===== src/rtl/rnd_pkg.sv =====
package rnd_pkg;

    typedef enum logic [1:0] {
        RM_NEAREST = 2'd0,
        RM_ZERO    = 2'd1,
        RM_POS     = 2'd2,
        RM_NEG     = 2'd3
    } rnd_mode_e;

    typedef struct packed {
        logic up;
        logic inexact;
    } rnd_dec_t;

endpackage


===== src/rtl/rnd_split.sv =====
module rnd_split #(
    parameter int W = 64
) (
    input  logic [W-1:0] mant_i,
    output logic [W-3:0] base_o,
    output logic         grd_o,
    output logic         rbit_o,
    output logic         lsb_o
);
    localparam int NB = W - 2;

    always_comb begin
        base_o = mant_i[W-1:2];
        grd_o  = mant_i[1];
        rbit_o = mant_i[0];
        lsb_o  = mant_i[2];
    end

    logic [NB-1:0] unused_chk;
    assign unused_chk = base_o;
endmodule


===== src/rtl/rnd_decide.sv =====
module rnd_decide
    import rnd_pkg::*;
(
    input  logic [1:0] mode_i,
    input  logic       sign_i,
    input  logic       grd_i,
    input  logic       rbit_i,
    input  logic       sticky_i,
    input  logic       lsb_i,
    output logic       up_o,
    output logic       inexact_o
);
    rnd_dec_t dec_d;

    always_comb begin
        dec_d         = '0;
        dec_d.inexact = grd_i | rbit_i | sticky_i;
        if (dec_d.inexact) begin
            case (rnd_mode_e'(mode_i))
                RM_ZERO: dec_d.up = 1'b0;
                RM_POS:  dec_d.up = ~sign_i;
                RM_NEG:  dec_d.up = sign_i;
                default: dec_d.up = grd_i & (rbit_i | sticky_i | lsb_i);
            endcase
        end
    end

    assign up_o      = dec_d.up;
    assign inexact_o = dec_d.inexact;
endmodule


===== src/rtl/rnd_incr.sv =====
module rnd_incr #(
    parameter int N = 62
) (
    input  logic [N-1:0] a_i,
    input  logic         inc_i,
    output logic [N:0]   sum_o
);
    logic [N:0] carry;

    assign carry[0] = inc_i;

    for (genvar k = 0; k < N; k++) begin : g_bit
        assign sum_o[k]   = a_i[k] ^ carry[k];
        assign carry[k+1] = a_i[k] & carry[k];
    end

    assign sum_o[N] = carry[N];
endmodule


===== src/rtl/rnd_ovf.sv =====
module rnd_ovf
    import rnd_pkg::*;
(
    input  logic [1:0] mode_i,
    input  logic       sign_i,
    output logic       to_inf_o
);
    always_comb begin
        case (rnd_mode_e'(mode_i))
            RM_ZERO: to_inf_o = 1'b0;
            RM_POS:  to_inf_o = ~sign_i;
            RM_NEG:  to_inf_o = sign_i;
            default: to_inf_o = 1'b1;
        endcase
    end
endmodule


===== src/rtl/rnd_unit.sv =====
module rnd_unit #(
    parameter int W = 64
) (
    input  logic [W-1:0] mant_i,
    input  logic         sticky_i,
    input  logic         sign_i,
    input  logic [1:0]   mode_i,
    output logic [W-2:0] mant_o,
    output logic         up_o,
    output logic         inexact_o,
    output logic         ovf_inf_o
);
    localparam int NB = W - 2;

    logic [NB-1:0] base;
    logic          grd;
    logic          rbit;
    logic          lsb;
    logic          up;

    rnd_split #(.W(W)) u_split (
        .mant_i (mant_i),
        .base_o (base),
        .grd_o  (grd),
        .rbit_o (rbit),
        .lsb_o  (lsb)
    );

    rnd_decide u_decide (
        .mode_i    (mode_i),
        .sign_i    (sign_i),
        .grd_i     (grd),
        .rbit_i    (rbit),
        .sticky_i  (sticky_i),
        .lsb_i     (lsb),
        .up_o      (up),
        .inexact_o (inexact_o)
    );

    rnd_incr #(.N(NB)) u_incr (
        .a_i   (base),
        .inc_i (up),
        .sum_o (mant_o)
    );

    rnd_ovf u_ovf (
        .mode_i   (mode_i),
        .sign_i   (sign_i),
        .to_inf_o (ovf_inf_o)
    );

    assign up_o = up;
endmodule


===== config.mk =====
export PLATFORM = sky130hd
export DESIGN_NAME = rnd_unit
export DESIGN_NICKNAME = d
export VERILOG_FILES = /design/src/rtl/rnd_pkg.sv /design/src/rtl/rnd_split.sv /design/src/rtl/rnd_decide.sv /design/src/rtl/rnd_incr.sv /design/src/rtl/rnd_ovf.sv /design/src/rtl/rnd_unit.sv
export SDC_FILE = /design/constraint.sdc
export NUM_CORES = 1
export LEC_CHECK = 0
export ABC_AREA = 0
export BUFFER_PORTS_ARGS = -buffer_cell sky130_fd_sc_hd__buf_2
export CORE_UTILIZATION = 32
export DETAILED_ROUTE_END_ITERATION = 16
export GPL_ROUTABILITY_DRIVEN = 1
export PLACE_DENSITY = 0.89
export SYNTH_ARGS = -nofsm -noshare
export SYNTH_HDL_FRONTEND = slang
export SYNTH_SLANG_ARGS = --single-unit

===== constraint.sdc =====
create_clock -name vclk -period 42.9
set_clock_uncertainty 0.05 [all_clocks]
set_input_delay 8.58 -clock vclk [all_inputs]
set_output_delay 8.58 -clock vclk [all_outputs]
set_load 0.005 [all_outputs]

Word-level counts from Yosys, hierarchy flattened
Cells that the tools add are included.
{ "word_totals": {"input_bits": 68, "regBits": 0, "wordCells": 136} }
{ "op_classes": {"mux": 3, "bitwise": 130, "eq_ne": 3} }
{ "ops": {"columns": ["operator", "count"], "rows": [
  ["1-bit AND", 63],
  ["1-bit XOR", 62],
  ["1-bit one-hot mux with 3 select lines", 2],
  ["2-bit == test (second input constant)", 2],
  ["1-bit OR", 4],
  ["2-bit by 1-bit == test with 1-bit output (second input constant)", 1],
  ["1-bit 2-to-1 mux", 1],
  ["1-bit inverter", 1]
]} }

Logic depth before layout (Yosys ltp)
Gate-level depths: netlist of run 1.
{ "logic_depth": {"word_depth": 67, "depth_mapped": 65, "mapped_depth_nobuf": 65} }

Cells and area by module
From an unflattened synthesis of run 1, not the netlist that was laid out.
{ "unflattened": {"hier_cells": 136, "hier_area_um2": 1316.3} }
{ "modules_own_cells": {"columns": ["mod", "area_each_um2", "cells_each", "instances", "seq_area_each_um2"], "rows": [
  ["rnd_incr", 775.7, 62, 1, 0.0],
  ["rnd_split", 488.0, 65, 1, 0.0],
  ["rnd_decide", 40.0, 7, 1, 0.0],
  ["rnd_ovf", 12.5, 2, 1, 0.0]
]} }

Least setup slack after synthesis of run 1
Ideal clock, no wire load.
{ "synth_path": {"path_type": "input to output", "startpoint": "input sticky_i", "endpoint": "output mant_o[61]", "slack_ns": 14.480, "cell_stages": 65, "t_required_ns": 34.270, "t_arrival_ns": 19.790, "cell_sequence": "or2_1 nor3_1 nor3b_2 ha_1 ha_1 ha_1 ha_1 ha_1 ha_1 ha_1 ha_1 ha_1 ha_1 ha_1 ha_1 ha_1 ha_1 ha_1 (+29 left out) ha_1 ha_1 ha_1 ha_1 ha_1 ha_1 ha_1 ha_1 ha_1 ha_1 ha_1 ha_1 ha_1 ha_1 ha_1 ha_1 ha_1 ha_1"} }
{ "synth_between": {"elab_chain_len": 67, "elab_cells_between_ends": 68} }
{ "synth_lines": {"columns": ["item", "line_no", "rtl"], "rows": [
  ["start: declaration", "rnd_unit.sv:5", "input logic sticky_i,"],
  ["1-bit OR (2 in a row)", "rnd_decide.sv:23", "default: dec_d.up = grd_i & (rbit_i | sticky_i | lsb_i);"],
  ["1-bit AND", "rnd_decide.sv:23", null],
  ["1-bit one-hot mux with 3 select lines", "rnd_decide.sv:19", "case (rnd_mode_e'(mode_i))"],
  ["1-bit 2-to-1 mux *", "rnd_decide.sv:18", "if (dec_d.inexact) begin"],
  ["named net up_o", "rnd_unit.sv:9", "output logic up_o,"],
  ["1-bit AND * (61 in a row)", "rnd_incr.sv:14", "assign carry[k+1] = a_i[k] & carry[k];"],
  ["1-bit XOR *", "rnd_incr.sv:13", "assign sum_o[k] = a_i[k] ^ carry[k];"],
  ["end: declaration", "rnd_unit.sv:8", "output logic [W-2:0] mant_o,"]
]} }
The timed path passes the listed nets; every way through them passes the cells marked *.

Worst setup path in the final report of run 1
{ "layout_path": {"startpoint": "input sticky_i", "endpoint": "output mant_o[61]"} }
{ "layout_between": {"elab_chain_len": 67, "elab_cells_between_ends": 68} }
{ "layout_lines": {"columns": ["item", "line_no"], "rows": [
  ["1-bit OR (2 in a row)", "rnd_decide.sv:23"],
  ["1-bit AND", "rnd_decide.sv:23"],
  ["1-bit one-hot mux with 3 select lines", "rnd_decide.sv:19"],
  ["1-bit 2-to-1 mux *", "rnd_decide.sv:18"],
  ["1-bit AND * (61 in a row)", "rnd_incr.sv:14"],
  ["1-bit XOR *", "rnd_incr.sv:13"]
]} }
Every way passes the cells marked *; elsewhere a longest branch is shown, timed or not.

==> impl_results.md, run 1 <==
* Area grow syn2layout at 84.86%
* Least-Margin Pin Slew at roughly 210 ps
* Top-count cell post-synth: ha_1
* Die height at approximately 53 um
* Starting Density at 33.69%
* Dpl hpwl at 2.688 mm
* Grt ovf at 0
* Ant. Diodes at 0
* Vias at about 1,100
* HP Class: in2out
* Yosys warns at 0
* Sequential cell area at 0 um2
* Setup WS post-layout at 13,750 ps
* Final setup viols at 0
* Final core occ at slightly above 60%
* Status: complete, no violations
* Routed Antenna Nets at 0
* Die width at 53.07 um
* Period utilization at roughly two thirds
* CP max stage delay at around 270 ps
* Pwr Density at about 6.0 nW/um2
* Synthesized instance count at 69
* Proportion of layout cells with a drive suffix above 1 at around two thirds
* WHS at approximately 17,000 ps
* Crit Path Max Fanout at 2
* DRT iter0 DRCs at 2
* Post-route cell area at approximately 1500 um2
* Residual DRC at 0
* FFs & Latches at 0
* Die footprint at approximately 2800 um2
* Static leakage at roughly 1.1 nW
* Startpoint Class: primary input
* Slew headroom at a little under nine tenths
* First-pass detailed-route iteration total at 2
* Leading area contributor after synthesis: ha_1
* CP Depth at 67
* Final GP Congestion at between 0.7 and 0.8
* Port Buffers at approximately 130
* Placed insts at about 230
* CLK BUF at 0
* Worst VDD drop at about 0.0000046 V
* Power Total at around 9.3 uW
* Hold Startpoint: mant_i[0]
* Dominant cells by area after synthesis: ha_1 93%, xor2_2 1.9%, nor3b_2 1.5%, or3_2 0.90%, nand2_2 0.75%
* Fin crit period at between 20,000 and 30,000 ps
* Post-CTS setup buffers at 0
* Core area at 2477 um2
* Hold path depth at 3
* Post-Syn Area at 834.6 um2
* Worst min-delay path endpoint: inexact_o
* Synth top area share at 92.95%
* Critical Path Slowest Stage Cell: ha_1
* TNS Setup at 0 ps
* Synthesized Nets at slightly below 200
* CP Class: in2out
* Max Cap Viol at 0
* DP Worst Slack at ~14,000 ps
* Crit-path leading delay family: adder cells
* Post-CTS Resized at 0
* FP Rows at 18
* Synth cell types at 8
* Synthesized area per cell at about 12 um2
* Initial antenna violation count at 0
* Pin count of the biggest net entering global routing at 4
* Final wirelength at between 2 and 3 mm
* RSZ-0062 raised after global routing: no
* Nets at 335
* Vias per cell at between 4 and 5
* WP data required at ~34,000 ps
* Fmax at approximately 34 MHz
* Placed cell area at ~1500 um2
* Routed WL per cell at 11.55 um
* Number of global-route vias before repair at ~1,000
* Finished Layout Cells at approximately 230
* Critical path buffers and inverters at 2
* Global Route Usage Sum at 17.51%
* Most frequent CP cell: ha_1
* Part of the Yosys area used for sequential elements at 0%
* CP Capture Type: output port
* Fin. Hold Viols at 0
* Worst EP arrival at slightly above 20,000 ps
* First-pass GRT wire length at ~3.7 mm
* Post-CTS Hold Buffers at 0
* IO Pins at about 130
* Max Slew Vio Count at 0
## where the power goes
part	switching, mW	internal [mW]
Sequential	0	0
Clock	0	0
Combinational	0.00390	0.00543
Total	0.00390	0.00543
## layout by cell type (no fill, tap or decap)
| cell type | synthesis | routed |
|---|---|---|
| a21oi_1 | 1 | 1 |
| buf_2 | 0 | 134 |
| ha_1 | 62 | 62 |
| nand2_2 | 1 | 1 |
| nor3_1 | 1 | 1 |
| nor3b_2 | 1 | 1 |
| or2_1 | 1 | 1 |
| or3_2 | 1 | 1 |
| xor2_2 | 1 | 1 |
## final cells by class
class / instances / area (um2)
repair buffers: 134 / 670.6
multi-input cells: 69 / 834.6
fillers: 225 / 934.6
well taps: 30 / 37.54
## per-layer routing
layer  share of wire [%]  track usage [%]  vias to the layer above  wire length [um]
met4                0.97            1.754                        0                26
met3                  13            2.874                        2               339
met2                  59            42.62                       72              1579
met1                  28            13.32                      483               746
li1                    -                -                      540                 -
met5                   0                0                        -                 0
## how the worst max path moves through the flow
| stage | start | to | slack, ps |
|---|---|---|---|
| finish | sticky_i | mant_o[61] | 13750 |
| global route | sticky_i | mant_o[61] | 13110 |
| CTS | sticky_i | mant_o[61] | 13620 |
| detailed placement | sticky_i | mant_o[61] | 13650 |
| global placement | sticky_i | mant_o[61] | 13880 |
| floorplan | sticky_i | mant_o[61] | 14480 |
## cell families (layout without fill, tap and decap cells)
| family | count (synthesis) | after routing | synth area share, % |
|---|---|---|---|
| AND/OR/NAND/NOR | 5 | 5 | 4.498 |
| XOR/XNOR | 1 | 1 | 1.950 |
| AO/OA/AOI/OAI | 1 | 1 | 0.5991 |
| buffers and inverters | 0 | 134 | 0 |
| adder cells (fa/ha/maj) | 62 | 62 | 92.95 |
(Power assumes the default switching activity.)
==> inputs of run 2 (changes only) <==
--- a/config.mk
+++ b/config.mk
@@ -5,12 +5,12 @@
 export SDC_FILE = /design/constraint.sdc
 export NUM_CORES = 1
 export LEC_CHECK = 0
-export ABC_AREA = 0
+export ABC_AREA = 1
 export BUFFER_PORTS_ARGS = -buffer_cell sky130_fd_sc_hd__buf_2
-export CORE_UTILIZATION = 32
+export CORE_UTILIZATION = 27
 export DETAILED_ROUTE_END_ITERATION = 16
 export GPL_ROUTABILITY_DRIVEN = 1
-export PLACE_DENSITY = 0.89
+export PLACE_DENSITY = 0.79
 export SYNTH_ARGS = -nofsm -noshare
 export SYNTH_HDL_FRONTEND = slang
 export SYNTH_SLANG_ARGS = --single-unit
==> constraint.sdc (replaced) <==
create_clock -name vclk -period 26.4
set_clock_uncertainty 0.05 [all_clocks]
set_input_delay 5.28 -clock vclk [all_inputs]
set_output_delay 5.28 -clock vclk [all_outputs]
set_load 0.005 [all_outputs]
==> impl_results.md, run 2 <==
* Global Route Usage Sum at 17.02% (-0.49 points)
* Fmax at around 44 MHz
* Core area at 2853 um2 (+15%)
* Startpoint Class: primary input
* Post-CTS Resized at 0 (unchanged)
* Most frequent cells after synthesis: 62 x ha_1, 9 x nand2_1, 5 x inv_1
* Status: complete, but fails checks
* Period utilization at a little under nine tenths
* Post-CTS setup buffers at 0 (unchanged)
* First-pass GRT wire length at 4.519 mm (+22%)
* Placed insts at 244 (+4.7%)
* Vias at 1,115 (+1.6%)
* FFs & Latches at 0 (unchanged)
* Slew headroom at 90.39% (+4.3 points)
* Die height at 57.89 um (+9.1%)
* Starting Density at 29.56% (-4.1 points)
* Nets at 345 (+3.0%)
* Pwr Density at 9.836 nW/um2 (+63%)
* Yosys warns at 0 (unchanged)
* Dominant cells by area after synthesis: ha_1 92%, nand2_1 4.0%, inv_1 2.2%, or2_1 0.74%, nand3_1 0.59%
* Ant. Diodes at 0 (unchanged)
* Largest family of logic cells by synthesized area: adder cells
* CLK BUF at 0 (unchanged)
* Static leakage at 1.146 nW (+3.6%)
* Routed Antenna Nets at 0 (unchanged)
* Die width at 57.89 um (+9.1%)
* Compound-cell area share of the yosys netlist at 0% (-0.60 points)
* Clock power frac at 0% (unchanged)
* Max Cap Viol at 0 (unchanged)
* CP startpoint: mode_i[0]
* IO Pins at 134 (unchanged)
* Synth cell types at 6 (-2)
* Max Slew Vio Count at 0 (unchanged)
* Sw frac at 42.61% (+0.77 points)
* Synth top area share at 91.99% (-0.97 points)
* Most frequent CP cell: ha_1
* P_int at 8.764 uW (+62%)
* Pin count of the biggest net entering global routing at 4 (unchanged)
* Die footprint at 3351 um2 (+19%)
* Sequential share of power at 0% (unchanged)
* Final core occ at 54.43% (-7.8 points)
* Sequential cell area at 0 um2 (unchanged)
* Crit path to: mant_o[61]
* Fin. Hold Viols at 0 (unchanged)
* Leading area contributor after synthesis: ha_1
* Commonest non-fill, non-tap cell in the layout: buf_2
* Final wirelength at 3.035 mm (+13%)
* Dpl hpwl at 2.982 mm (+11%)
* Comb pwr share at 100.0% (about the same)
* Initial antenna violation count at 0 (unchanged)
* Most frequent cells in the layout: 134 x buf_2, 62 x ha_1, 9 x nand2_1
* Vias per cell at 4.570 (-2.9%)
* CP Class: in2out
* Part of the Yosys area used for sequential elements at 0% (unchanged)
* CP Capture Type: output port
* Residual DRC at 7 (+7)
* RSZ-0062 raised after global routing: no
* Proportion of layout cells with a drive suffix above 1 at 62.91% (-5.1 points)
* Area grow syn2layout at 84.12%
* CP max stage delay at 260 ps (about the same)
* Synthesized instance count at 79 (+14%)
* Synthesized area per cell at 10.67 um2 (-12%)
* Grt ovf at 0 (unchanged)
* Routed WL per cell at 12.44 um (+7.7%)
* Worst VDD drop at 0.000005480 V (+19%)
* WP data required at 21,070 ps (-13,200 ps)
* Crit Path Max Fanout at 3 (+1)
* WHS at 10,800 ps (-6581 ps)
* Worst EP arrival at 17,270 ps (-3250 ps)
* Number of global-route vias before repair at 1,093 (+9.6%)
* Critical Path Slowest Stage Cell: ha_1
* Top-count cell post-synth: ha_1
* Fin crit period at between 20,000 and 25,000 ps
* Post-synthesis mux area share at 0% (unchanged)
* DRT iter0 DRCs at 15 (+13)
* Finished Layout Cells at 244 (+4.7%)
* Psw at 6.507 uW (+67%)
* Post-CTS Hold Buffers at 0 (unchanged)
* Synth Area in Adders at 91.99% (-0.97 points)
* FP Rows at 19 (+1)
* Post-Synth XOR/XNOR Area at 0% (-1.9 points)
* TNS Setup at 0 ps (unchanged)
* Violated checks: DRC
* Final setup viols at 0 (unchanged)
* Port Buffers at 134 (unchanged)
* HP Class: in2out
* First-pass detailed-route iteration total at 10 (+8)
* Synthesized Nets at 209 (+5.0%)
* Post-Syn Area at 843.3 um2 (+1.0%)
* Simple logic cell fraction of the synthesized area at 5.786% (+1.3 points)
* Least-Margin Pin Slew at 143.6 ps (-64.17 ps)
* Final GP Congestion at 0.7897 (+11%)
-- run 2: cell type report --
class                           instances  area [um2]
Inverter                                5       18.77
Fill cell                             275        1300
Timing Repair Buffer                  134       670.6
Tap cell                               31       38.79
Multi-Input combinational cell         74       824.5
-- run 2: critical path, delay by kind of cell --
family                   cells  cell delay, ps
adder cells (fa/ha/maj)     62           11350
buffers and inverters        3             280
AND/OR/NAND/NOR              4             410
-- run 2: logic make-up (layout without fill, tap and decap cells) --
family / count (synthesis) / count (layout)
simple gates: 12 / 12
buf+inv: 5 / 139
fa+ha+maj: 62 / 62
-- run 2: worst min-delay path by stage --
stage | startpoint | to | slack [ps] | depth (start not counted)
finish | mant_i[34] | mant_o[32] | 10800 | 3
global route | mant_i[30] | mant_o[28] | 10810 | 3
CTS | mant_i[34] | mant_o[32] | 10800 | 3
detailed placement | mant_i[43] | mant_o[41] | 10800 | 3
global placement | mant_i[25] | mant_o[23] | 10800 | 3
floorplan | mant_i[1] | inexact_o | 10600 | 2
-- run 2: routing by layer --
| layer | share of wire, % | track usage (%) |
|---|---|---|
| met1 | 33 | 15.90 |
| met2 | 56 | 38.75 |
| met3 | 10 | 2.009 |
| met4 | 0.69 | 1.361 |
| met5 | 0 | 0 |
-- run 2: power by group through the flow --
| stage | Clock (mW) | Combinational (mW) | Sequential [mW] |
|---|---|---|---|
| global route | 0 | 0.0172 | 0 |
| floorplan | 0 | 0.00483 | 0 |
| detailed placement | 0 | 0.0155 | 0 |
| finish | 0 | 0.0153 | 0 |
| CTS | 0 | 0.0156 | 0 |
| global placement | 0 | 0.0151 | 0 |
-- run 2: stage by stage --
stage / setup slack [ps] / power (mW) / cell area, um2
floorplan: 4639 / 0.004826 / 843.3
global placement: 4016 / 0.01512 / 1553
detailed placement: 3748 / 0.01547 / 1553
CTS: 3712 / 0.01560 / 1553
global route: 3133 / 0.01719 / 1553
finish: 3802 / 0.01527 / 1553
==> inputs of run 3 (changes only) <==
--- a/config.mk
+++ b/config.mk
@@ -7,10 +7,10 @@
 export LEC_CHECK = 0
 export ABC_AREA = 1
 export BUFFER_PORTS_ARGS = -buffer_cell sky130_fd_sc_hd__buf_2
-export CORE_UTILIZATION = 27
+export CORE_UTILIZATION = 32
 export DETAILED_ROUTE_END_ITERATION = 16
 export GPL_ROUTABILITY_DRIVEN = 1
-export PLACE_DENSITY = 0.79
+export PLACE_DENSITY = 0.88
 export SYNTH_ARGS = -nofsm -noshare
 export SYNTH_HDL_FRONTEND = slang
 export SYNTH_SLANG_ARGS = --single-unit
==> constraint.sdc (replaced) <==
create_clock -name vclk -period 26.7
set_clock_uncertainty 0.05 [all_clocks]
set_input_delay 5.34 -clock vclk [all_inputs]
set_output_delay 5.34 -clock vclk [all_outputs]
set_load 0.005 [all_outputs]
==> impl_results.md, run 3 (synthesis gave the netlist of run 2 again) <==
* Vias at 1,166 (+4.6%)
* Most frequent cells in the layout: 134 x buf_2, 62 x ha_1, 9 x nand2_1
* Residual DRC at 0 (-7)
* IO Pins at 134 (unchanged)
* Crit-path leading delay family: adder cells
* Nets at 345 (unchanged)
* CP max stage delay at 260 ps (about the same)
* WHS at 10,920 ps (+119.2 ps)
* Proportion of layout cells with a drive suffix above 1 at 62.91% (unchanged)
* Status: complete, no violations
* First-pass GRT wire length at 4.402 mm (-2.6%)
* Slew headroom at 90.18% (-0.21 points)
* Sequential cell area at 0 um2 (unchanged)
* Grt ovf at 0 (unchanged)
* Fmax at 44.02 MHz
* Vias per cell at 4.798 (+5.0%)
* CP Capture Type: output port
* RSZ-0062 raised after global routing: no
* Dpl hpwl at 3.052 mm (+2.3%)
* Period utilization at a little under nine tenths
* TNS Setup at 0 ps (unchanged)
* Worst VDD drop at 0.000008460 V (+54%)
* Final setup viols at 0 (unchanged)
* Starting Density at 34.04% (+4.5 points)
* Port Buffers at 134 (unchanged)
* Crit Path Max Fanout at 3 (unchanged)
* Final GP Congestion at 0.7991 (+1.2%)
* CP startpoint: mode_i[0]
* Number of global-route vias before repair at 1,118 (+2.3%)
* First-pass detailed-route iteration total at 4 (-6)
* CLK BUF at 0 (unchanged)
* Max Cap Viol at 0 (unchanged)
* Final core occ at 62.63% (+8.2 points)
* HP Class: in2out
* Core area at 2477 um2 (-13%)
* Initial antenna violation count at 0 (unchanged)
* Most frequent CP cell: ha_1
* Critical Path Slowest Stage Cell: ha_1
* Die height at 53.34 um (-7.9%)
* Startpoint Class: primary input
* Power Total at 15.39 uW (+0.77%)
* WP data required at 21,310 ps (+240 ps)
* Area grow syn2layout at 83.98% (about the same)
* Max Slew Vio Count at 0 (unchanged)
* Post-CTS Hold Buffers at 0 (unchanged)
* Multi-input gate area at 824.5 um2 (unchanged)
* Final wirelength at 3.128 mm (+3.1%)
* FILL cells at 228 (-17%)
* Die width at 53.34 um (-7.9%)
* Worst EP arrival at 17,320 ps (+50 ps)
* Pin count of the biggest net entering global routing at 4 (unchanged)
* Routed WL per cell at 12.87 um (+3.5%)
* Post-CTS setup buffers at 0 (unchanged)
* CP Class: in2out
* Pwr Density at 9.920 nW/um2 (+0.86%)
* Placed cell area at 1551 um2 (about the same)
* Critical path buffers and inverters at 3 (unchanged)
* FFs & Latches at 0 (unchanged)
* Routed Antenna Nets at 0 (unchanged)
* FP Rows at 18 (-1)
* Hold Startpoint: mant_i[32]
* Fin crit period at between 20,000 and 25,000 ps
* Commonest non-fill, non-tap cell in the layout: buf_2
* Post-route cell area at 1551 um2 (about the same)
* Post-CTS Resized at 0 (unchanged)
* Ant. Diodes at 0 (unchanged)
* Least-Margin Pin Slew at 146.8 ps (+3.211 ps)
* Static leakage at 1.146 nW (unchanged)
* Die footprint at 2845 um2 (-15%)
* Global Route Usage Sum at 21.08% (+4.1 points)
* DRT iter0 DRCs at 6 (-9)
* Fin. Hold Viols at 0 (unchanged)
[run 3: cell counts in the layout (fill, tap and decap cells not counted)]
No cell type changed its count.
[run 3: routing by layer]
layer	vias to the layer above	part of all wire [%]	global-route usage (%)
met3	10	11	3.448
met2	85	55	48.13
met4	0	3.5	7.895
li1	564	-	-
met1	507	30	16.17
met5	-	0	0
[run 3: worst min-delay path, cell delays in order]
cell	delay, ps
buf_2	80
ha_1	110
buf_2	100
[run 3: cell type report]
class	count	share of cell area, %
Multi-Input combinational cell	74	53.15
Tap cell	30	2.419
Inverter	5	1.210
Timing Repair Buffer	134	43.23
[run 3: report_power, final]
part	switching, mW	internal (mW)
Combinational	0.00667	0.00872
Sequential	0	0
Clock	0	0
Total	0.00667	0.00872
[run 3: final timing paths]
| check | to | slack, ps | cells past startpoint |
|---|---|---|---|
| max | mant_o[61] | 3990 | 69 |
| min | mant_o[30] | 10920 | 3 |
[run 3: metrics by stage]
step | setup slack [ps] | instances
floorplan | 4819 | 79
global placement | 4200 | 243
detailed placement | 3896 | 243
CTS | 3867 | 243
global route | 3301 | 243
finish | 3985 | 243
